--- config.mk ---
export PLATFORM = sky130hd
export DESIGN_NAME = clkout_ctl
export DESIGN_NICKNAME = d
export VERILOG_FILES = /design/src/rtl/ctl_pkg.sv /design/src/rtl/ctl_sync.sv /design/src/rtl/ctl_seq.sv /design/src/rtl/ctl_gate.sv /design/src/rtl/clkout_ctl.sv
export SDC_FILE = /design/constraint.sdc
export NUM_CORES = 1
export LEC_CHECK = 0
export ABC_AREA = 1
export BUFFER_PORTS_ARGS = -buffer_cell sky130_fd_sc_hd__buf_2
export CAP_MARGIN = 20
export CORE_MARGIN = 2
export CORE_UTILIZATION = 30
export DETAILED_ROUTE_END_ITERATION = 10
export GPL_TIMING_DRIVEN = 0
export MAX_ROUTING_LAYER = met4
export PLACE_DENSITY = 0.55
export SYNTH_ARGS = -nofsm -noshare
export SYNTH_HDL_FRONTEND = slang
export SYNTH_HIERARCHICAL = 1
export SYNTH_SLANG_ARGS = --single-unit
--- constraint.sdc ---
create_clock -name clk -period 1.81 [get_ports clk]
set_input_delay 0.2715 -clock clk [delete_from_list [all_inputs] [get_ports clk]]
set_output_delay 0.2715 -clock clk [all_outputs]
set_load 0.01 [all_outputs]
--- src/rtl/ctl_pkg.sv ---
package ctl_pkg;

    typedef enum logic [1:0] {
        ST_START = 2'd0,
        ST_RUN   = 2'd1,
        ST_DRAIN = 2'd2,
        ST_OFF   = 2'd3
    } seq_e;

    typedef struct packed {
        logic en0;
        logic sel0;
        logic pdn0;
        logic pdn1;
    } cfg_t;

    typedef struct packed {
        logic pd_req;
        logic want0;
        logic div0;
        logic want1;
    } dec_t;

    // pin roles chosen by mode bits
    function automatic dec_t decode(cfg_t c, logic p0, logic p1);
        dec_t d;
        logic pd0;
        logic pd1;
        pd0 = c.pdn0 ? p0 : (!c.en0 && !c.sel0 && p0);
        pd1 = c.pdn1 && p1;
        d.pd_req = pd0 || pd1;
        if (c.pdn0) begin
            d.want0 = 1'b1;
            d.div0  = c.sel0;
        end else if (c.en0) begin
            d.want0 = !p0;
            d.div0  = c.sel0;
        end else if (c.sel0) begin
            d.want0 = 1'b1;
            d.div0  = p0;
        end else begin
            d.want0 = 1'b0;
            d.div0  = 1'b0;
        end
        d.want1 = c.pdn1 ? 1'b1 : !p1;
        return d;
    endfunction

endpackage

--- src/rtl/ctl_sync.sv ---
module ctl_sync #(
    parameter int WIDTH  = 2,
    parameter int STAGES = 2
) (
    input  logic             clk,
    input  logic             rst,
    input  logic [WIDTH-1:0] d,
    output logic [WIDTH-1:0] q
);
    logic [WIDTH-1:0] pipe [STAGES];

    always_ff @(posedge clk) begin
        if (rst) pipe[0] <= '0;
        else     pipe[0] <= d;
    end

    for (genvar g = 1; g < STAGES; g++) begin : g_stage
        always_ff @(posedge clk) begin
            if (rst) pipe[g] <= '0;
            else     pipe[g] <= pipe[g-1];
        end
    end

    assign q = pipe[STAGES-1];
endmodule

--- src/rtl/ctl_seq.sv ---
module ctl_seq
    import ctl_pkg::*;
#(
    parameter int STARTUP_CYC = 8000
) (
    input  logic clk,
    input  logic rst,
    input  logic pd_req,
    input  logic outs_idle,
    output seq_e state
);
    localparam int CW = $clog2(STARTUP_CYC + 1);
    localparam logic [CW-1:0] LAST = CW'(STARTUP_CYC - 1);

    logic [CW-1:0] cnt;

    always_ff @(posedge clk) begin
        if (rst) begin
            state <= ST_START;
            cnt   <= '0;
        end else begin
            case (state)
                ST_START: begin
                    if (pd_req) begin
                        state <= ST_OFF;
                        cnt   <= '0;
                    end else if (cnt == LAST) begin
                        state <= ST_RUN;
                        cnt   <= '0;
                    end else begin
                        cnt <= cnt + 1'b1;
                    end
                end
                ST_RUN:   if (pd_req) state <= ST_DRAIN;
                ST_DRAIN: if (outs_idle) state <= ST_OFF;
                ST_OFF: begin
                    if (!pd_req) begin
                        state <= ST_START;
                        cnt   <= '0;
                    end
                end
                default:  state <= ST_START;
            endcase
        end
    end
endmodule

--- src/rtl/ctl_gate.sv ---
module ctl_gate (
    input  logic clk,
    input  logic rst,
    input  logic allow,
    input  logic lvl,
    output logic oe
);
    // enable moves only during the low phase of its clock
    always_ff @(posedge clk) begin
        if (rst)       oe <= 1'b0;
        else if (!lvl) oe <= allow;
    end
endmodule

--- src/rtl/clkout_ctl.sv ---
module clkout_ctl
    import ctl_pkg::*;
#(
    parameter int STARTUP_CYC = 8000,
    parameter int SYNC_STAGES = 2
) (
    input  logic clk,
    input  logic rst,
    input  logic i_en0,
    input  logic i_sel0,
    input  logic i_pdn0,
    input  logic i_pdn1,
    input  logic i_ctrl0,
    input  logic i_ctrl1,
    input  logic i_clk_full,
    input  logic i_clk_div,
    input  logic i_clk_out1,
    output logic o_oe0,
    output logic o_sel0_div,
    output logic o_oe1,
    output logic o_pwrdn,
    output logic o_prog_lock
);
    localparam int NPIN = 2;

    logic [NPIN-1:0] pin_s;
    cfg_t cfg;
    dec_t dec;
    seq_e state;
    logic sel_q;
    logic lvl0;
    logic [NPIN-1:0] allow;
    logic [NPIN-1:0] lvl;
    logic [NPIN-1:0] oe;

    ctl_sync #(.WIDTH(NPIN), .STAGES(SYNC_STAGES)) u_sync (
        .clk (clk),
        .rst (rst),
        .d   ({i_ctrl1, i_ctrl0}),
        .q   (pin_s)
    );

    assign cfg = '{en0: i_en0, sel0: i_sel0, pdn0: i_pdn0, pdn1: i_pdn1};
    assign dec = decode(cfg, pin_s[0], pin_s[1]);

    ctl_seq #(.STARTUP_CYC(STARTUP_CYC)) u_seq (
        .clk       (clk),
        .rst       (rst),
        .pd_req    (dec.pd_req),
        .outs_idle (oe == '0),
        .state     (state)
    );

    // source switch only when both candidates are low
    always_ff @(posedge clk) begin
        if (rst)                         sel_q <= 1'b0;
        else if (!i_clk_full && !i_clk_div) sel_q <= dec.div0;
    end

    assign lvl0     = sel_q ? i_clk_div : i_clk_full;
    assign lvl      = {i_clk_out1, lvl0};
    assign allow[0] = (state == ST_RUN) && dec.want0;
    assign allow[1] = (state == ST_RUN) && dec.want1;

    for (genvar k = 0; k < NPIN; k++) begin : g_out
        ctl_gate u_gate (
            .clk   (clk),
            .rst   (rst),
            .allow (allow[k]),
            .lvl   (lvl[k]),
            .oe    (oe[k])
        );
    end

    assign o_oe0       = oe[0];
    assign o_oe1       = oe[1];
    assign o_sel0_div  = sel_q;
    assign o_pwrdn     = (state == ST_OFF);
    assign o_prog_lock = (state == ST_OFF) || (state == ST_DRAIN);
endmodule

Word-level counts from Yosys, hierarchy flattened
Memory sizes are Yosys's and may differ from the RTL's.
Index checks and enable logic that the tools add are counted.
Word-level totals
  memory bits (read-only): 0
  latch bits: 0
  memories kept: 1
  bits in registers: 18
  memory bits (writable): 4
Cells by class
  shift operators: 0
  $add $sub $neg: 1
  $lt $le $gt $ge: 0
  multiply operators: 0
  div/mod/pow operators: 0
  bitwise logic cells: 2
  reduce and logical (&&, ||, !) cells: 19
  mux-type cells: 21
  eq/ne operators: 8
Memories
  u_sync.pipe: depth 2, bits a word 2, rd ports 2, clocked after memory_dff 0, wr ports 2, RTL line ctl_sync.sv:10  | logic [WIDTH-1:0] pipe [STAGES];
Operators by type and width (number)
  $mux 13: 3
  $pmux 13 s2: 1
  $mux 2: 10
  $add 13x1->13 const B: 1
  $eq 13x13->1 const B: 1
  $pmux 2 s4: 1
  $logic_and 1x1->1: 6
  $logic_not 1->1: 6
  $mux 1: 6
  $eq 2x2->1 const B: 2
  $logic_not 2->1: 2
  $ne 2x1->1 const B: 2
  $reduce_and 4->1: 1
  $ne 3x1->1 const B: 1
  $eq 2x1->1 const B: 1
  $logic_or 1x1->1: 2
  $ne 2x2->1 const B: 1
  $or 1x1->1: 2
  $reduce_and 2->1: 1
  $reduce_bool 2->1: 1

Longest topological paths before layout
  word-level depth: 7
  gate-level depth with buffers: 11
  depth with buffers taken out: 11

Modules after synthesis
The synthesis kept the hierarchy.
By module, submodules not included
  ctl_seq: seq. area each 300.3 sq um, instances 1, cells an instance 152, area each 1067.3 sq um
  clkout_ctl: seq. area each 20.0 sq um, instances 1, cells an instance 29, area each 141.4 sq um
  ctl_sync: seq. area each 80.1 sq um, instances 1, cells an instance 12, area each 110.1 sq um
  ctl_gate: seq. area each 20.0 sq um, instances 2, cells an instance 7, area each 45.0 sq um

Worst setup path before layout
No wires, ideal clock.
  path type: reg-to-reg
  start: register u_seq.state[0]
  end: register u_seq.cnt[8]
  path slack: 0.445 ns
  stages on the path, launching flop included: 10
  buffers on the path: 1
  library setup time: 0.109 ns
  arrival: 1.256 ns
  cell sequence: dfxtp_1 inv_1 ha_1 nand2_1 o21ai_2 buf_4 nand3_1 a21oi_1 nand2_1 inv_1
Between the ends
  word-level cells in the longest chain between the ends: 3
RTL lines
  start: declaration: RTL line ctl_seq.sv:10  | output seq_e state
  start signal: assignment: RTL line ctl_seq.sv:19  | state <= ST_START;
  start signal: assignment: RTL line ctl_seq.sv:25  | state <= ST_OFF;
  start signal: assignment: RTL line ctl_seq.sv:28  | state <= ST_RUN;
  $eq 2x2->1 / $logic_not 2->1 (equally long branches): RTL line ctl_seq.sv:22  | case (state)
  $ne 2x2->1 (no source line) / $reduce_bool 2->1 (equally long branches)
  $reduce_and 2->1 (no source line)
  end signal: assignment: RTL line ctl_seq.sv:31  | cnt <= cnt + 1'b1;
  end: declaration: RTL line ctl_seq.sv:15  | logic [CW-1:0] cnt;
Parallel ways exist; a longest one is shown, timed or not.
A chain may end at the register's enable or synchronous reset.

Final worst setup path
  start: register u_seq.state[1]
  end: register u_seq.cnt[4]
The elaborated chain is that of the path after synthesis.

==> impl_metrics.toml <==
[run_status]
status = "finished, final reports clean"

[synthesis]
synth_cells = 207
synth_warnings = 6
async_reset_ff_share_pct = 0
synth_commonest_cells = "nand2_1, nor2_1, inv_1, dfxtp_1, nand3_1"
synth_cell_types = 26
yosysMostFrequentCell = "nand2_1"
synth_area_leaders = "dfxtp_1, nand2_1, nor2_1, inv_1, ha_1"
synth_nets = 224
synth_top_flop_cell = "dfxtp_1"
yosysTopAreaCell = "dfxtp_1"
ys_seq_area_share_pct = 31.3
avgSynthCellArea_um2 = 6.81
synthesis.area_um2 = 1410
synth.ff_latch_count = 22
synth-edff-count = 0
synth.top_cell.area_share_pct = 31.3

[cts]
numCtsBuffers = 3
post_cts_buffers = 0
cts_tree = "yes"
root_buffer = "clkbuf_8"
cts_hold_buffers = 0
h-tree-depth = 1
clock-sinks = 22
worstSkewPairLatency_ps = 260
clk_path_buf_depth = 2
clkSlewWorstSetupHoldPaths_ps = 80
cts_resized = 0

[floorplan]
initial_utilization_pct = 31.7
die_w_um = 72.5
rows = 24
core-area_um2 = 4440
num_io_pins = 16
dieHeight_um = 72.5
die_area_um2 = 5260

[global_routing]
grt_max_degree = 12
grt_pass1_wl_um = 4620
antenna_found_initial = 0
grt_usage_pct = 11.3
grt_pass1_vias = 1064
gr-total-overflow = 0

[final_layout]
finalNonFillerCells = 277
area_growth_syn_to_layout_pct = 12.9
num-nets-final = 244
diodes = 0
drive_above_1_share_pct = 18.7
fin_area_um2 = 1590

[timing]
final-max-slew-violation-count = 0
finalHoldViolCount = 0
setup_viol = 0
min_period_over_period_pct = 86.8
finalCriticalPeriod_ps = 1570
clock_skew_ps = 4.40
rsz0062_at_grt = "no"
setup_tns_ps = 0
timing.final.ws_setup_ps = 238
slew_headroom_pct = 83.1
timing.fmax_mhz = 636
worst_slew_pin_slew_ps = 253

[route]
drc = 0
vias_per_cell = 4.34
routed_wl_um = 2590
wire_per_inst_um = 9.34
drtPass1Iterations = 4
dr.first_iter.drc_count = 69
vias = 1201
ant_nets = 0

[pwr]
finalPower_mw = 1.64
power.share.switching_pct = 40.7
p_int_uw = 976
power_frac_clock_pct = 18.1
combinationalPowerShare_pct = 45.0
irDropWorstVdd_mv = 0.700
power_density_nw_per_um2 = 1030
pwr-share-seq_pct = 36.9
power_leakage_nw = 0.794
power.switching_uw = 669

[worst_hold_path]
hold_path_class = "input pin to flop"

[critical_path]
crit_slowest_cell = "dfxtp_1"
crit_required_ps = 1960
slowest_delay_ps = 430
path_max_fanout = 10
crit_path_end_kind = "flop"
critPathKind = "flop to flop"
path_cells = "ha_1 -> inv_2 -> o21ai_2 -> buf_4 -> nand2_1 -> nand2_1 -> nor2_1"
worst_setup_path_start_kind = "flop"
crit_top_cell = "nand2_1"
worstPathArrival_ps = 1720

[place]
dp.cells = 274
hpwl_um = 2020
post-place-ws_ps = 195
post_dp_cell_area_um2 = 1550
gp_congestion = 0.797
port-buffer-count = 15

[job]
cap_viol_max_count = 0
## cell type report
type / instances / area, um2
Buffer: 3 / 18.8
Clock buffer: 3 / 41.3
Fill cell: 494 / 2850
Inverter: 35 / 158
Multi-Input combinational cell: 147 / 792
Sequential cell: 22 / 440
Tap cell: 52 / 65.1
Timing Repair Buffer: 15 / 75.1
## cells in the final DEF, fill, tap and decap left out
| cell | Yosys | layout |
|---|---|---|
| nand2_1 | 47 | 47 |
| nor2_1 | 40 | 40 |
| inv_1 | 32 | 32 |
| dfxtp_1 | 22 | 22 |
| buf_2 | 0 | 15 |
| nand3_1 | 12 | 12 |
| a21oi_1 | 7 | 7 |
| o21ai_0 | 6 | 6 |
| nand4_1 | 6 | 6 |
| ha_1 | 6 | 6 |
| nor2_2 | 5 | 5 |
| a21oi_2 | 3 | 3 |
| clkbuf_8 | 0 | 3 |
| inv_2 | 2 | 2 |
| nand2_2 | 2 | 2 |
| nand3_2 | 2 | 2 |
| nor2_8 | 2 | 2 |
| nand3_4 | 2 | 2 |
| xor2_1 | 2 | 2 |
| clkbuf_1 | 1 | 1 |
| nand2_4 | 1 | 1 |
| bufinv_16 | 1 | 1 |
| o21ai_2 | 1 | 1 |
| clkbuf_4 | 1 | 1 |
| o22ai_1 | 1 | 1 |
| buf_4 | 1 | 1 |
| mux2_2 | 1 | 1 |
| o21bai_1 | 1 | 1 |
## state kept, by name (all words and copies together) (netlist names)
register and flops:
u_sync/pipe 4, u_seq/state 2, o_sel0_div 1, g_out.u_gate/oe 2, u_seq/cnt 13
## per-layer routing
| metal | global-route usage [%] | part of all wire (%) | vias to the layer above |
|---|---|---|---|
| met5 | - | 0 | - |
| met4 | 4.32 | 0.62 | 0 |
| met3 | 1.67 | 1.9 | 2 |
| met2 | 17.0 | 45 | 7 |
| met1 | 15.3 | 53 | 517 |
| li1 | - | - | 675 |
## cell families (layout without fill, tap and decap cells)
family	after synthesis	in the layout	synth area share, %
adder cells (fa/ha/maj)	6	6	5.33
flip-flops	22	22	31.3
AO/OA/AOI/OAI	19	19	8.08
XOR/XNOR	2	2	1.24
multiplexers	1	1	0.799
AND/OR/NAND/NOR	119	119	40.8
buffers and inverters	38	56	12.5
## worst max-delay path: cells and delay by family (launching register included)
kind                     cells  cell delay, ps
adder cells (fa/ha/maj)      1             230
AO/OA/AOI/OAI                1             220
flip-flops                   1             430
buffers and inverters        2             300
AND/OR/NAND/NOR              3             290
## through the flow
stage / hold WS [ps] / util (%)
global route: 202 / 35.8
global placement: 389 / 34.9
floorplan: 334 / -
finish: 212 / 35.8
CTS: 201 / 35.8
detailed placement: 396 / 34.9
## power by group through the flow
| stage | combinational, mW | sequential, mW | clock (mW) |
|---|---|---|---|
| after floorplan | 0.579 | 0.606 | 0 |
| after global placement | 0.737 | 0.619 | 0 |
| after detailed placement | 0.744 | 0.622 | 0 |
| after CTS | 0.747 | 0.609 | 0.320 |
| after global routing | 0.839 | 0.618 | 0.335 |
| final | 0.740 | 0.607 | 0.297 |
## path summary, 6_finish.rpt
check                                       start                end  slack (ps)  depth (start not counted)
worst max-delay path               u_seq/state[1]       u_seq/cnt[4]         240                          7
worst min register to register  u_sync/pipe[0][1]  u_sync/pipe[1][1]         400                          2
worst max register to register     u_seq/state[1]       u_seq/cnt[4]         240                          7
worst min-delay path                      i_ctrl0  u_sync/pipe[0][0]         210                          3
Power figures use the tool's default switching activity.
